File: config.mk
export PLATFORM = sky130hd
export DESIGN_NAME = alc_step_timer
export DESIGN_NICKNAME = d
export VERILOG_FILES = /design/src/rtl/alc_timer_pkg.sv /design/src/rtl/alc_period_map.sv /design/src/rtl/alc_step_pacer.sv /design/src/rtl/alc_step_timer.sv
export SDC_FILE = /design/constraint.sdc
export NUM_CORES = 1
export LEC_CHECK = 0
export BUFFER_PORTS_ARGS = -buffer_cell sky130_fd_sc_hd__buf_2
export CAP_MARGIN = 20
export CELL_PAD_IN_SITES_DETAIL_PLACEMENT = 1
export CELL_PAD_IN_SITES_GLOBAL_PLACEMENT = 2
export CORE_ASPECT_RATIO = 0.9
export CORE_MARGIN = 2
export CORE_UTILIZATION = 38
export CTS_CLUSTER_DIAMETER = 30
export CTS_CLUSTER_SIZE = 30
export DETAILED_ROUTE_END_ITERATION = 10
export PLACE_DENSITY_LB_ADDON = 0.1
export SYNTH_ARGS = -nofsm -noshare
export SYNTH_HDL_FRONTEND = slang
export SYNTH_SLANG_ARGS = --single-unit
File: constraint.sdc
create_clock -name clk_i -period 2.7 [get_ports clk_i]
set_input_delay 0.405 -clock clk_i [delete_from_list [all_inputs] [get_ports clk_i]]
set_output_delay 0.405 -clock clk_i [all_outputs]
set_load 0.1 [all_outputs]
File: src/rtl/alc_timer_pkg.sv
package alc_timer_pkg;

  // recovery multiplier as a left shift: x1, x2, x8, x64
  function automatic int unsigned rec_shift(input logic [1:0] sel);
    case (sel)
      2'd0:    return 0;
      2'd1:    return 1;
      2'd2:    return 3;
      default: return 6;
    endcase
  endfunction

endpackage

File: src/rtl/alc_period_map.sv
module alc_period_map #(
  parameter int unsigned LIM_BASE_LO = 2,
  parameter int unsigned LIM_BASE_HI = 3,
  parameter int unsigned REC_BASE_LO = 256,
  parameter int unsigned REC_BASE_HI = 384,
  parameter int unsigned LIM_W       = 5,
  parameter int unsigned REC_W       = 15
) (
  input  logic [1:0]       lim_sel_i,
  input  logic [1:0]       wait_sel_i,
  input  logic             rate_sel_i,
  output logic [LIM_W-1:0] lim_period_o,
  output logic [REC_W-1:0] rec_period_o
);
  import alc_timer_pkg::*;

  logic [LIM_W-1:0] lim_base;
  logic [REC_W-1:0] rec_base;

  always_comb begin
    lim_base     = rate_sel_i ? LIM_W'(LIM_BASE_HI) : LIM_W'(LIM_BASE_LO);
    rec_base     = rate_sel_i ? REC_W'(REC_BASE_HI) : REC_W'(REC_BASE_LO);
    lim_period_o = lim_base << lim_sel_i;
    rec_period_o = rec_base << rec_shift(wait_sel_i);
  end

endmodule

File: src/rtl/alc_step_pacer.sv
module alc_step_pacer #(
  parameter int unsigned CNT_W     = 8,
  parameter bit          FIRST_NOW = 1'b0
) (
  input  logic             clk_i,
  input  logic             rst_ni,
  input  logic             tick_i,
  input  logic             hold_i,
  input  logic [CNT_W-1:0] period_i,
  output logic             fire_o
);

  logic [CNT_W-1:0] cnt_q;
  logic             due;
  logic             first;

  generate
    if (FIRST_NOW) begin : g_first
      logic active_q;
      always_ff @(posedge clk_i or negedge rst_ni) begin
        if (!rst_ni)     active_q <= 1'b0;
        else if (tick_i) active_q <= hold_i;
      end
      assign first = !active_q;
    end else begin : g_wait
      assign first = 1'b0;
    end
  endgenerate

  // >= so a shortened period takes effect at once
  assign due = first || (cnt_q >= period_i - CNT_W'(1));

  always_ff @(posedge clk_i or negedge rst_ni) begin
    if (!rst_ni) begin
      cnt_q  <= '0;
      fire_o <= 1'b0;
    end else begin
      fire_o <= 1'b0;
      if (tick_i) begin
        if (!hold_i) begin
          cnt_q <= '0;
        end else if (due) begin
          cnt_q  <= '0;
          fire_o <= 1'b1;
        end else begin
          cnt_q <= cnt_q + CNT_W'(1);
        end
      end
    end
  end

  assert_fire_on_tick_R8: assert property (@(posedge clk_i) disable iff (!rst_ni)
    fire_o |-> $past(tick_i && hold_i));
  assert_single_pulse_R10: assert property (@(posedge clk_i) disable iff (!rst_ni)
    fire_o |=> !fire_o);
  assert_idle_keeps_count_R8: assert property (@(posedge clk_i) disable iff (!rst_ni)
    !tick_i |=> $stable(cnt_q));

endmodule

File: src/rtl/alc_step_timer.sv
module alc_step_timer #(
  parameter int unsigned LIM_BASE_LO = 2,
  parameter int unsigned LIM_BASE_HI = 3,
  parameter int unsigned REC_BASE_LO = 256,
  parameter int unsigned REC_BASE_HI = 384
) (
  input  logic       clk_i,
  input  logic       rst_ni,
  input  logic       strobe_i,
  input  logic       above_lim_i,
  input  logic       above_rst_i,
  input  logic [1:0] lim_sel_i,
  input  logic [1:0] wait_sel_i,
  input  logic       rate_sel_i,
  output logic       down_o,
  output logic       up_o
);

  localparam int unsigned LIM_MAX = ((LIM_BASE_HI > LIM_BASE_LO) ? LIM_BASE_HI : LIM_BASE_LO) << 3;
  localparam int unsigned REC_MAX = ((REC_BASE_HI > REC_BASE_LO) ? REC_BASE_HI : REC_BASE_LO) << 6;
  localparam int unsigned LIM_W   = $clog2(LIM_MAX + 1);
  localparam int unsigned REC_W   = $clog2(REC_MAX + 1);

  logic [LIM_W-1:0] lim_period;
  logic [REC_W-1:0] rec_period;
  logic             rec_hold;

  alc_period_map #(
    .LIM_BASE_LO(LIM_BASE_LO), .LIM_BASE_HI(LIM_BASE_HI),
    .REC_BASE_LO(REC_BASE_LO), .REC_BASE_HI(REC_BASE_HI),
    .LIM_W(LIM_W), .REC_W(REC_W)
  ) i_map (
    .lim_sel_i   (lim_sel_i),
    .wait_sel_i  (wait_sel_i),
    .rate_sel_i  (rate_sel_i),
    .lim_period_o(lim_period),
    .rec_period_o(rec_period)
  );

  alc_step_pacer #(.CNT_W(LIM_W), .FIRST_NOW(1'b1)) i_lim (
    .clk_i   (clk_i),
    .rst_ni  (rst_ni),
    .tick_i  (strobe_i),
    .hold_i  (above_lim_i),
    .period_i(lim_period),
    .fire_o  (down_o)
  );

  // limiting or a level above the reset level both restart the wait
  assign rec_hold = !(above_lim_i || above_rst_i);

  alc_step_pacer #(.CNT_W(REC_W), .FIRST_NOW(1'b0)) i_rec (
    .clk_i   (clk_i),
    .rst_ni  (rst_ni),
    .tick_i  (strobe_i),
    .hold_i  (rec_hold),
    .period_i(rec_period),
    .fire_o  (up_o)
  );

  assert_no_overlap_R7: assert property (@(posedge clk_i) disable iff (!rst_ni)
    !(down_o && up_o));
  assert_up_quiet_R5: assert property (@(posedge clk_i) disable iff (!rst_ni)
    up_o |-> $past(!above_lim_i && !above_rst_i));
  assert_down_on_over_R2: assert property (@(posedge clk_i) disable iff (!rst_ni)
    down_o |-> $past(above_lim_i && strobe_i));
  assert_reset_quiet_R1: assert property (@(posedge clk_i)
    !rst_ni |-> (!down_o && !up_o));

endmodule

==> metrics.yaml <==
global_routing:
  antenna_found_initial: 0
  first_global_vias: 1717
  grt_overflow: 0
  gr-usage-all-layers: 0.182
  grt_max_degree: 24
  grt_pass1_wl_um: 7920
synth:
  synth_async_sr_flop_share: 1.00
  yosysSeqAreaShare: 0.319
  synth_edf_count: 0
  ys_types: 43
  synth_area_sq_um: 1810
  avgSynthCellArea_sq_um: 9.07
  ys_warn_count: 0
  synthFlopType: "dfrtp_1"
  synth_nets: 231
  synth_cells: 199
  ys_seq_elements: 23
cts:
  path_clk_slew_ns: 0.09
  cts.sinks: 23
  clk_path_buf_depth: 2
  clock_latency_ns: 0.27
  cts_tree: "done"
  h-tree-depth: 1
  numCtsBuffers: 3
  root_buffer: "clkbuf_8"
  hold_buffers: 0
floorplan:
  die_h_um: 69.4
  initial_core_util: 0.400
  core_area_sq_um: 4520
  ioPinCount: 12
  die-area_sq_um: 5320
  die_x_um: 76.7
  row_count: 23
detailed_routing:
  drt-wirelength-per-cell_um: 15.6
  drt_first_pass_iters: 4
  drtAntennaViolNets: 0
  drt_wl_total_um: 4530
  vias: 1608
  drt_iter0_markers: 32
  drc_errors: 0
  via_per_inst: 5.53
placed_design:
  hpwlAfterDp_um: 3600
  place_congestion: 0.815
  io_buffers: 11
layout:
  num-fill-cells: 528
  final_util: 0.476
  diodes: 0
  mostFrequentLayoutCell: "dfrtp_1"
  nets: 262
  final_cell_mix: "dfrtp_1 (23), nand2_1 (20), ha_1 (19), buf_4 (19), inv_1 (18)"
  drive_above_1_share: 0.240
  syn2layout_area_growth_pct: 19.1
sta:
  worstMarginPinSlew_ns: 0.553
  setup_violations: 0
  period_needed_ns: 2.55
  finalCritPeriodShare: 0.943
  max_freq_mhz: 393
  relSlewSlack: 0.631
  rsz0062_at_grt: "false"
  skew_ns: 0.00632
  finalMaxSlewViolations: 0
  hold_viol: 0
power:
  total_leakage_power_nw: 0.942
  max-vdd-ir-drop_uv: 217
  total_power_mw: 0.725
  powerDensity_nw_per_um2: 337
worst_setup_path:
  cp.required_ns: 2.89
  crit_arrival_ns: 2.74
  start_kind: "input pin"
  crit_start: "wait_sel_i[0]"
  r2r_cells: 7
  reg2reg_to: "i_lim.cnt_q[4]$_DFFE_PN0P_"
  critPathKind: "in -> reg"
  endpoint: "i_rec.cnt_q[14]$_DFFE_PN0P_"
  slowest_delay_ns: 0.37
  endpoint_kind: "register"
  path_max_fanout: 7
  crit_chain: "buf_2 -> inv_1 -> ha_4 -> a21oi_2 -> mux2_2 -> ha_4 -> a211oi_2 -> o21ai_1 -> a221oi_2 -> buf_4 -> nand2_4 -> buf_4 -> o2bb2ai_1"
  rrSetupSlack_ns: 0.66
  cp_slowest_cell: "mux2_2"
  r2r_start: "i_lim.cnt_q[0]$_DFFE_PN0P_"
hold_path:
  hold_path_class: "in -> async"
flow_run:
  maxCapViolations: 0
status:
  status: "finished clean"
synthesized netlist by cell type (3+ instances only):
library cell | instances | share of area
nor4_1 | 3 | 0.010
a21oi_1 | 4 | 0.011
nand2_1 | 20 | 0.042
a31oi_1 | 9 | 0.031
inv_1 | 19 | 0.040
nor2_1 | 12 | 0.025
o211ai_1 | 3 | 0.012
ha_1 | 22 | 0.15
buf_6 | 4 | 0.025
nand4_1 | 8 | 0.028
nand2b_1 | 5 | 0.017
mux2i_1 | 6 | 0.033
o22ai_1 | 4 | 0.014
dfrtp_1 | 23 | 0.32
o21ai_0 | 7 | 0.019
nand3_1 | 14 | 0.039
cell type report:
type                    count  area (sq um)  share of cell area
repair buffers             32           238               0.111
inverters                  20          77.6              0.0361
clock inverters             1          7.51             0.00349
clock buffers               3          41.3              0.0192
flip-flops and latches     23           576               0.268
multi-input cells         150          1130               0.527
well taps                  62          77.6              0.0361
flip-flops by register name, indices dropped and copies added, names as in the netlist:
name and flops:
i_lim.g_first.active_q 1, i_lim.cnt_q 5, i_lim.fire_o 1, i_rec.cnt_q 15, i_rec.fire_o 1
routing by layer:
layer,global-route usage,routed length (um)
met2,0.316,2230
met5,0,0
met3,0.0352,108
met1,0.234,2170
met4,0.0404,21
worst min path at each step:
stage                 from                           to
finish              rst_ni   i_rec.cnt_q[2]$_DFFE_PN0P_
global route        rst_ni       i_rec.fire_o$_DFF_PN0_
CTS                 rst_ni   i_rec.cnt_q[2]$_DFFE_PN0P_
detailed placement  rst_ni  i_rec.cnt_q[13]$_DFFE_PN0P_
global placement    rst_ni  i_rec.cnt_q[12]$_DFFE_PN0P_
floorplan           rst_ni   i_lim.cnt_q[0]$_DFFE_PN0P_
repair_timing:
item                                    CTS  global route
buffers inserted                          0             0
gates resized for setup                   0             4
endpoints found under the setup margin    0            13
kinds of logic (layout without fill, tap and decap cells):
family                     count (synthesis)  count (layout)  synth area share
muxes                                      7               7            0.0395
DFF                                       23              23             0.319
xor gates and xnor gates                   3               3            0.0146
and+or+nand+nor                           71              71             0.202
buffers and inverters                     26              56            0.0721
adders and majority gates                 22              22             0.152
AOI/OAI and AO/OA                         47              47             0.201
where the power goes:
part           total, mW  switching [mW]  internal (mW)
combinational      0.146          0.0836         0.0625
clock              0.223           0.119          0.105
sequential         0.356         0.00520          0.351
total              0.725           0.207          0.518
through the flow:
stage	setup TNS (ns)	area [sq um]	setup WS (ns)	hold slack (ns)	cells
finish	0	2150	0.154	0.115	291
global route	0	2150	0.00231	0.125	291
detailed placement	-2.79	2080	-0.218	0.421	287
floorplan	0	1820	0.0269	0.109	199
global placement	-1.61	2080	-0.156	0.412	287
CTS	0	2130	0.0659	0.117	291
critical path, delay by kind of cell:
| family | cells | cell delay [ns] |
|---|---|---|
| muxes | 1 | 0.37 |
| and+or+nand+nor | 1 | 0.09 |
| AOI/OAI and AO/OA | 5 | 0.82 |
| adders and majority gates | 2 | 0.44 |
| buffers and inverters | 4 | 0.59 |
No activity file was read; power rests on OpenSTA's default activity.
